--- src/rtl/alu_flag_pkg.sv ---
package alu_flag_pkg;
  typedef enum logic [2:0] {
    OPC_NONE  = 3'd0,
    OPC_ADD   = 3'd1,
    OPC_SUB   = 3'd2,
    OPC_RLC   = 3'd3,
    OPC_RRC   = 3'd4,
    OPC_LOGIC = 3'd5,
    OPC_CLR   = 3'd6,
    OPC_RSVD  = 3'd7
  } opc_e;

  localparam int STAT_W = 8;
  localparam int NFLAG  = 5;
  localparam int FB_C   = 0;
  localparam int FB_DC  = 1;
  localparam int FB_Z   = 2;
  localparam int FB_OV  = 3;
  localparam int FB_N   = 4;

  localparam logic [STAT_W-1:0] IMPL_MASK = STAT_W'((1 << NFLAG) - 1);
endpackage

--- src/rtl/alu_flag_addsub.sv ---
module alu_flag_addsub #(
  parameter int W = 8
) (
  input  logic [W-1:0] a,
  input  logic [W-1:0] b,
  input  logic         sub,
  output logic         c,
  output logic         dc,
  output logic         ov
);
  localparam int H = W / 2;

  logic [W-1:0] b_eff;
  logic [H:0]   lo_sum;
  logic [W:0]   full_sum;

  always_comb begin
    b_eff    = sub ? ~b : b;
    lo_sum   = {1'b0, a[H-1:0]} + {1'b0, b_eff[H-1:0]} + {{H{1'b0}}, sub};
    full_sum = {1'b0, a} + {1'b0, b_eff} + {{W{1'b0}}, sub};
    c        = full_sum[W];
    dc       = lo_sum[H];
    ov       = (a[W-1] == b_eff[W-1]) && (full_sum[W-1] != a[W-1]);
  end
endmodule

--- src/rtl/alu_flag_calc.sv ---
module alu_flag_calc
  import alu_flag_pkg::*;
#(
  parameter int W = 8
) (
  input  opc_e             op,
  input  logic [W-1:0]     a,
  input  logic [W-1:0]     b,
  input  logic [W-1:0]     result,
  output logic [NFLAG-1:0] mask,
  output logic [NFLAG-1:0] val
);
  localparam int H = W / 2;

  logic as_c, as_dc, as_ov;

  alu_flag_addsub #(.W(W)) addsub_i (
    .a   (a),
    .b   (b),
    .sub (op == OPC_SUB),
    .c   (as_c),
    .dc  (as_dc),
    .ov  (as_ov)
  );

  always_comb begin
    mask         = '0;
    val          = '0;
    val[FB_N]    = result[W-1];
    val[FB_Z]    = ~|result;
    unique case (op)
      OPC_ADD, OPC_SUB: begin
        mask       = '1;
        val[FB_C]  = as_c;
        val[FB_DC] = as_dc;
        val[FB_OV] = as_ov;
      end
      OPC_RLC: begin
        mask[FB_N]  = 1'b1;
        mask[FB_Z]  = 1'b1;
        mask[FB_DC] = 1'b1;
        mask[FB_C]  = 1'b1;
        val[FB_C]   = a[W-1];
        val[FB_DC]  = a[H-1];
      end
      OPC_RRC: begin
        mask[FB_N]  = 1'b1;
        mask[FB_Z]  = 1'b1;
        mask[FB_DC] = 1'b1;
        mask[FB_C]  = 1'b1;
        val[FB_C]   = a[0];
        val[FB_DC]  = a[H];
      end
      OPC_LOGIC: begin
        mask[FB_N] = 1'b1;
        mask[FB_Z] = 1'b1;
      end
      OPC_CLR: begin
        mask[FB_Z] = 1'b1;
        val[FB_Z]  = 1'b1;
      end
      default: mask = '0;
    endcase
  end
endmodule

--- src/rtl/alu_flag_merge.sv ---
module alu_flag_merge
  import alu_flag_pkg::*;
(
  input  logic              upd_en,
  input  logic [NFLAG-1:0]  mask,
  input  logic [NFLAG-1:0]  val,
  input  logic              wr_en,
  input  logic [STAT_W-1:0] wr_data,
  input  logic [STAT_W-1:0] cur,
  output logic [STAT_W-1:0] nxt
);
  logic [STAT_W-1:0] base;
  logic [STAT_W-1:0] eff_mask;
  logic [STAT_W-1:0] eff_val;

  always_comb begin
    base     = wr_en ? wr_data : cur;
    eff_mask = upd_en ? {{(STAT_W-NFLAG){1'b0}}, mask} : '0;
    eff_val  = {{(STAT_W-NFLAG){1'b0}}, val};
    nxt      = ((base & ~eff_mask) | (eff_val & eff_mask)) & IMPL_MASK;
  end
endmodule

--- src/rtl/alu_flag_reg.sv ---
module alu_flag_reg
  import alu_flag_pkg::*;
#(
  parameter int W = 8
) (
  input  logic              clk,
  input  logic              rst_n,
  input  logic              upd_en,
  input  logic [2:0]        op_class,
  input  logic [W-1:0]      opa,
  input  logic [W-1:0]      opb,
  input  logic [W-1:0]      result,
  input  logic              wr_en,
  input  logic [STAT_W-1:0] wr_data,
  output logic [STAT_W-1:0] stat
);
  logic [NFLAG-1:0]  f_mask;
  logic [NFLAG-1:0]  f_val;
  logic [STAT_W-1:0] stat_q;
  logic [STAT_W-1:0] stat_d;

  alu_flag_calc #(.W(W)) calc_i (
    .op     (opc_e'(op_class)),
    .a      (opa),
    .b      (opb),
    .result (result),
    .mask   (f_mask),
    .val    (f_val)
  );

  alu_flag_merge merge_i (
    .upd_en  (upd_en),
    .mask    (f_mask),
    .val     (f_val),
    .wr_en   (wr_en),
    .wr_data (wr_data),
    .cur     (stat_q),
    .nxt     (stat_d)
  );

  always_ff @(posedge clk) begin
    if (!rst_n) stat_q <= '0;
    else        stat_q <= stat_d;
  end

  assign stat = stat_q;
endmodule

--- config.mk ---
export PLATFORM = sky130hd
export DESIGN_NAME = alu_flag_reg
export DESIGN_NICKNAME = d
export VERILOG_FILES = /design/src/rtl/alu_flag_pkg.sv /design/src/rtl/alu_flag_addsub.sv /design/src/rtl/alu_flag_calc.sv /design/src/rtl/alu_flag_merge.sv /design/src/rtl/alu_flag_reg.sv
export SDC_FILE = /design/constraint.sdc
export NUM_CORES = 1
export LEC_CHECK = 0
export BUFFER_PORTS_ARGS = -buffer_cell sky130_fd_sc_hd__buf_2
export CORE_MARGIN = 3
export CORE_UTILIZATION = 37
export CTS_CLUSTER_SIZE = 20
export DETAILED_ROUTE_END_ITERATION = 10
export PLACE_DENSITY = 0.75
export SYNTH_ARGS = -nofsm -noshare
export SYNTH_HDL_FRONTEND = slang
export SYNTH_SLANG_ARGS = --single-unit
export TNS_END_PERCENT = 5
--- constraint.sdc ---
create_clock -name clk -period 3 [get_ports clk]
set_input_delay 0.9 -clock clk [delete_from_list [all_inputs] [get_ports clk]]
set_output_delay 0.9 -clock clk [all_outputs]
set_load 0.01 [all_outputs]
==> reports/qor.log, run 1 <==
INFO  run_status     run_status=finished clean
INFO  floorplanning  floorplan.die.width=49.3µm
INFO  placed_design  dp_worst_setup_slack=0.105ns
INFO  synth          synth_simple_gate_area_share=0.236
INFO  synth          combinational_family_with_the_most_area_after_synthesis=compound AO/OA/AOI/OAI gates
INFO  detailed_routing drtPass1Iterations=4
INFO  pwr            worst_ir_drop_vdd=0.0000999V
INFO  clocking       cts.repair_timing.setup_buffer_count=0
INFO  grt            first_global_vias=725
INFO  clocking       clk-insertion-delay-late=0.23ns
INFO  synth          avgSynthCellArea=7.97µm²
INFO  run            max-cap-violations=0
INFO  synth          synth.ff_latch_count=5
INFO  detailed_routing drc=0
INFO  placed_design  port_buffers=40
INFO  pwr            power_leakage=0.487nW
INFO  pwr            powerDensity=289mW/mm²
INFO  synth          yosysSeqAreaShare=0.144
INFO  sta            finalSetupViolCount=0
INFO  floorplanning  design.die.area=0.00243mm²
INFO  synth          synth.yosys.warnings=0
INFO  critical_path  cp_data_required_time=3.13ns
INFO  synth          netlist_top_cells_area=dfxtp_1, ha_1, xor2_1, nand2_1, mux2i_1
INFO  final_layout   area_growth_syn_to_fin=35.0%
INFO  floorplanning  fp-row-count=15
INFO  grt            grt_start_max_net_pins=12
INFO  final_layout   diodes_inserted=0
INFO  clocking       clk_pin_slew=0.04ns
INFO  clocking       clock_tree_from_tritoncts=done
INFO  grt            grt-ovfl-total=0
INFO  final_layout   post_route_cells_drive_above_1_share=0.388
INFO  grt            grt_first_pass_wirelength=2.67mm
INFO  detailed_routing drt_wirelength=1.56mm
INFO  placed_design  detailedPlacementHpwl=1.37mm
INFO  final_layout   total_area_of_multi_input_combinational_cells=541µm²
INFO  detailed_routing initial_drc_count=15
INFO  hold_path      holdCritPathClass=flip-flop to flip-flop
INFO  clocking       maximum_count_of_clock_buffers_along_a_single_path=2
INFO  detailed_routing vias=774
INFO  floorplanning  die_height=49.3µm
INFO  synth          post_synthesis_cell_type_count=42
INFO  final_layout   final_net_count=176
INFO  grt            globalRouteTotalUtil=0.132
INFO  sta            timing.fmax=378MHz
INFO  synth          post-synth-top-area-fraction=0.144
INFO  final_layout   ff_latch_area=100µm²
INFO  critical_path  timing.critical_path.to_type=flip-flop
INFO  synth          yosysTopAreaCell=dfxtp_1
INFO  critical_path  startpoint=op_class[0]
INFO  floorplanning  fp.coreArea=0.00175mm²
INFO  critical_path  worstSetupPathType=input pin to flip-flop
INFO  synth          synth-adder-area-share=0.126
INFO  grt            grt_antenna_before_repair=0
INFO  synth          synth.cell_area=693µm²
INFO  synth          synth_compound_area_frac=0.240
INFO  clocking       root_buffer=clkbuf_4
INFO  clocking       h-tree-depth=1
INFO  floorplanning  pin_count=47
INFO  sta            max_clock_skew=0ns
INFO  sta            rsz0062_at_grt=no
INFO  clocking       ctsResizeCount=0
INFO  critical_path  setup.reg_to_reg.worst_slack=1.95ns
INFO  clocking       clock-sinks=5
INFO  sta            min_period_over_period=0.882
INFO  floorplanning  initial_utilization=0.397
INFO  synth          synth_xor_xnor_area_share=0.101
INFO  sta            final-hold-violation-count=0
INFO  critical_path  critical_path_arrival=2.77ns
INFO  clocking       tritoncts.num_buffers=3
INFO  critical_path  worst_r2r_path_depth=3
INFO  placed_design  gp_congestion=0.762
INFO  final_layout   nFillCells=184
INFO  detailed_routing routed_via_density=5.03
INFO  detailed_routing antenna_violating_nets_remaining=0
INFO  synth          synthCells=87
INFO  clocking       ctsHoldBuffers=0
INFO  synth          muxShareOfSynthArea=0.0596
INFO  sta            layout_setup_ws=0.355ns
INFO  critical_path  worst-path-max-fanout=7
INFO  detailed_routing detail_routed_net_length_per_standard_cell=10.1µm
INFO  critical_path  timing.critical_path.from_type=input pin
INFO  sta            timing.final.max_slew_violations=0
INFO  sta            layout_min_cycle_time=2.65ns
INFO  sta            timing.setup.tns=0ns
[cell families after synthesis]
group,count (synthesis)
AO/OA/AOI/OAI,23
adder cells (fa/ha/maj),7
XOR/XNOR,8
buffers and inverters,10
AND/OR/NAND/NOR,29
other,1
flip-flops,5
multiplexers,4
[cell usage after synthesis]
master	number
mux2_2	1
and2_1	1
buf_4	3
o21ai_0	3
clkbuf_1	1
mux2i_1	3
nor4b_1	1
ha_1	7
a221oi_1	1
or3b_1	1
a211o_1	2
nand4_1	2
o21ai_1	1
o211ai_1	2
a32o_1	1
conb_1	1
o221a_2	1
inv_1	2
nand2_1	10
xor2_1	7
o21a_1	2
nor2b_1	1
a211oi_1	1
nor3_1	1
o311a_1	1
and3_1	1
xnor2_1	1
a21oi_1	3
or3_1	1
a41o_1	1
dfxtp_1	5
nor3b_1	2
a31oi_1	2
nor4b_2	1
nor4_1	2
nand3b_1	1
buf_2	3
o21bai_1	1
nor2_1	3
buf_6	1
o22ai_1	1
nand3_1	1
[placed cells by master, fill, tap and decap left out, types with 2 or more instances in the layout]
| cell type | Yosys | final |
|---|---|---|
| nand2_1 | 10 | 10 |
| nand4_1 | 2 | 2 |
| a21oi_1 | 3 | 3 |
| buf_2 | 3 | 40 |
| nor2_1 | 3 | 3 |
| nor3b_1 | 2 | 2 |
| o21ai_0 | 3 | 3 |
| inv_1 | 2 | 2 |
| o21a_1 | 2 | 2 |
| ha_1 | 7 | 7 |
| dfxtp_1 | 5 | 5 |
| xor2_1 | 7 | 7 |
| o211ai_1 | 2 | 2 |
| a211o_1 | 2 | 2 |
| mux2i_1 | 3 | 3 |
| a31oi_1 | 2 | 2 |
| nor4_1 | 2 | 2 |
| clkbuf_4 | 0 | 3 |
| buf_4 | 3 | 4 |
| conb_1 | 1 | 3 |
[stage by stage]
step	instance area, µm²	hold WS [ns]	utilization	power [mW]	std cells
2_1_floorplan	701	0.623	-	0.156	89
3_3_place_gp	910	0.568	0.521	0.194	150
3_5_place_dp	910	0.582	0.521	0.197	150
4_1_cts	936	0.592	0.536	0.274	154
5_1_grt	936	0.628	0.536	0.293	154
6_report	936	0.587	0.536	0.270	154
[where the power goes]
part	internal (mW)	switching [mW]	leakage, nW	total [mW]
Combinational	0.0615	0.0592	0.431	0.121
Sequential	0.0726	0.00229	0.0415	0.0749
Clock	0.0501	0.0245	0.0150	0.0746
[metal layers]
metal  part of all wire  GRT usage  wire length, µm  up-vias
li1                   -          -                -      404
met5                  0          0                0        -
met4              0.012     0.0569               18        0
met1               0.42      0.156              651      335
met2               0.49      0.234              766       33
met3              0.077     0.0153              119        2
[critical path, stage by stage]
cell	delay, ns
buf_2	0.11
nor3b_1	0.18
buf_4	0.20
xor2_1	0.16
ha_1	0.25
o21a_1	0.18
o221a_2	0.27
o21ai_1	0.16
o211ai_1	0.12
a32o_1	0.25
[cell type report]
class                      instances  area share
clock buffer                       4      0.0281
inverter                           2     0.00802
multi-input combinational         74       0.578
sequential                         5       0.107
tap                               25      0.0334
timing repair buffer              44       0.246
[how the worst min path moves through the flow]
stage | startpoint | to | depth (start not counted)
2_1_floorplan | flip-flop | flip-flop | 3
3_3_place_gp | flip-flop | flip-flop | 3
3_5_place_dp | flip-flop | flip-flop | 3
4_1_cts | flip-flop | flip-flop | 3
5_1_grt | flip-flop | flip-flop | 3
6_report | flip-flop | flip-flop | 3
No activity file was read; power rests on OpenSTA's default activity.
==> run 2, diff against run 1 <==
--- a/config.mk
+++ b/config.mk
@@ -6,6 +6,7 @@
 export NUM_CORES = 1
 export LEC_CHECK = 0
 export BUFFER_PORTS_ARGS = -buffer_cell sky130_fd_sc_hd__buf_2
+export CORE_ASPECT_RATIO = 0.8
 export CORE_MARGIN = 3
 export CORE_UTILIZATION = 37
 export CTS_CLUSTER_SIZE = 20
==> reports/qor.log, run 2 (synthesis gave the netlist of run 1 again) <==
INFO  run_status     run_status=finished clean
INFO  clocking       clk_pin_slew=0.05ns
INFO  floorplanning  fp.coreArea=0.00169mm²
INFO  pwr            powerDensity=297mW/mm²
INFO  detailed_routing drtPass1Iterations=4
INFO  final_layout   mostFrequentLayoutCell=buf_2
INFO  floorplanning  die_height=44.7µm
INFO  clocking       clk-insertion-delay-late=0.24ns
INFO  critical_path  cpMaxStageDelayCell=o221a_2
INFO  critical_path  critical_path.max_stage_delay=0.28ns
INFO  clocking       h-tree-depth=1
INFO  final_layout   area_growth_syn_to_fin=34.5%
INFO  floorplanning  initial_utilization=0.410
INFO  grt            grt_first_pass_wirelength=2.87mm
INFO  detailed_routing detail_routed_net_length_per_standard_cell=11.5µm
INFO  sta            max_clock_skew=0ns
INFO  critical_path  cp.depth=10
INFO  clocking       clock_tree_from_tritoncts=done
INFO  detailed_routing routed_via_density=5.19
INFO  grt            grt_antenna_before_repair=0
INFO  grt            grt-ovfl-total=0
INFO  clocking       clock-sinks=5
INFO  sta            finalSetupViolCount=0
INFO  pwr            power.share.clock=0.289
INFO  sta            layout_min_cycle_time=2.62ns
INFO  detailed_routing vias=784
INFO  critical_path  critical_path_arrival=2.76ns
INFO  floorplanning  floorplan.die.width=54.4µm
INFO  grt            first_global_vias=761
INFO  placed_design  placedInstanceArea=906µm²
INFO  critical_path  worst-path-max-fanout=7
INFO  critical_path  crit_chain=buf_2 > nor3b_1 > buf_4 > xor2_1 > ha_1 > o21a_1 > o221a_2 > o21ai_1 > o211ai_1 > a32o_1
INFO  critical_path  cp_data_required_time=3.14ns
INFO  critical_path  critPathBufInv=2
INFO  placed_design  detailedPlacementHpwl=1.47mm
INFO  clocking       cts.repair_timing.setup_buffer_count=0
INFO  pwr            cell_internal_pwr=0.184mW
INFO  grt            globalRouteTotalUtil=0.157
INFO  final_layout   diodes_inserted=0
INFO  floorplanning  pin_count=47
INFO  sta            timing.setup.tns=0ns
INFO  hold_path      holdCritPathClass=flip-flop to flip-flop
INFO  detailed_routing initial_drc_count=6
INFO  pwr            p_seq_frac=0.270
INFO  grt            grt_start_max_net_pins=12
INFO  detailed_routing drc=0
INFO  final_layout   final_net_count=176
INFO  sta            timing.fmax=381MHz
INFO  clocking       ctsHoldBuffers=0
INFO  sta            timing.final.max_slew_violations=0
INFO  pwr            comb_power_share=0.441
INFO  clocking       root_buffer=clkbuf_4
INFO  pwr            switchingPower=0.0921mW
INFO  final_layout   post-route-cell-area=932µm²
INFO  critical_path  worstSetupPathType=input pin to flip-flop
INFO  sta            finalHoldWorstSlack=0.597ns
INFO  sta            final-hold-violation-count=0
INFO  floorplanning  design.die.area=0.00243mm²
INFO  clocking       tritoncts.num_buffers=3
INFO  pwr            power_leakage=0.487nW
INFO  detailed_routing antenna_violating_nets_remaining=0
INFO  hold_path      worst_hold_depth=3
INFO  critical_path  timing.critical_path.to_type=flip-flop
INFO  final_layout   final_cell_mix=buf_2, nand2_1, xor2_1, ha_1, dfxtp_1
INFO  run            max-cap-violations=0
INFO  final_layout   post_route_cells_drive_above_1_share=0.388
INFO  sta            rsz0062_at_grt=no
INFO  detailed_routing drt_wirelength=1.73mm
INFO  critical_path  crit_family=compound AO/OA/AOI/OAI gates
INFO  clocking       maximum_count_of_clock_buffers_along_a_single_path=2
INFO  placed_design  gp_congestion=0.738
INFO  pwr            worst_ir_drop_vdd=0.000224V
INFO  placed_design  port_buffers=40
INFO  floorplanning  fp-row-count=13
INFO  critical_path  timing.critical_path.from_type=input pin
INFO  critical_path  worst_r2r_path_depth=3
INFO  clocking       ctsResizeCount=0
INFO  pwr            power_switching_share=0.333
INFO  sta            min_period_over_period=0.875
==> run 2: cell counts in the layout (fill, tap and decap cells not counted) <==
Identical to the previous run, type by type.
==> run 2: stage by stage <==
step	setup WS (ns)	cells	total power [mW]	utilization
after floorplan	0.148	89	0.156	-
after global placement	0.127	147	0.194	0.536
after detailed placement	0.122	147	0.198	0.536
after CTS	0.357	151	0.280	0.551
after global routing	0.271	151	0.306	0.551
final	0.375	151	0.276	0.551
==> run 2: power by group through the flow <==
| stage | Combinational (mW) | Sequential (mW) | Clock, mW |
|---|---|---|---|
| 6_report | 0.122 | 0.0747 | 0.0799 |
| 5_1_grt | 0.140 | 0.0753 | 0.0904 |
| 4_1_cts | 0.123 | 0.0747 | 0.0820 |
| 3_5_place_dp | 0.122 | 0.0759 | 0 |
| 3_3_place_gp | 0.118 | 0.0758 | 0 |
| 2_1_floorplan | 0.0764 | 0.0792 | 0 |
==> run 2: routing by layer <==
metal	share of wire	up-vias	routed length (µm)	global-route usage
li1	-	404	-	-
met1	0.42	350	732	0.177
met2	0.50	30	869	0.289
met3	0.074	0	128	0.0495
met4	0	0	0	0.0299
met5	0	-	0	0
==> run 2: tightest hold or removal path, cell delays in order (launching register included) <==
cell and delay [ns]:
dfxtp_1 0.31, nand2_1 0.05, nor2_1 0.08, a32o_1 0.12
==> run 2: worst paths after layout <==
check	start	to	slack (ns)
setup / recovery	op_class[0]	flip-flop	0.38
hold reg to reg	flip-flop	flip-flop	0.60
setup reg to reg	flip-flop	flip-flop	1.95
hold / removal	flip-flop	flip-flop	0.60
==> run 2: cell type report <==
type / count / area, µm²
Inverter: 2 / 7.51
Tap cell: 22 / 27.5
Fill cell: 171 / 759
Sequential cell: 5 / 100
Timing Repair Buffer: 44 / 230
Clock buffer: 4 / 26.3
Multi-Input combinational cell: 74 / 541
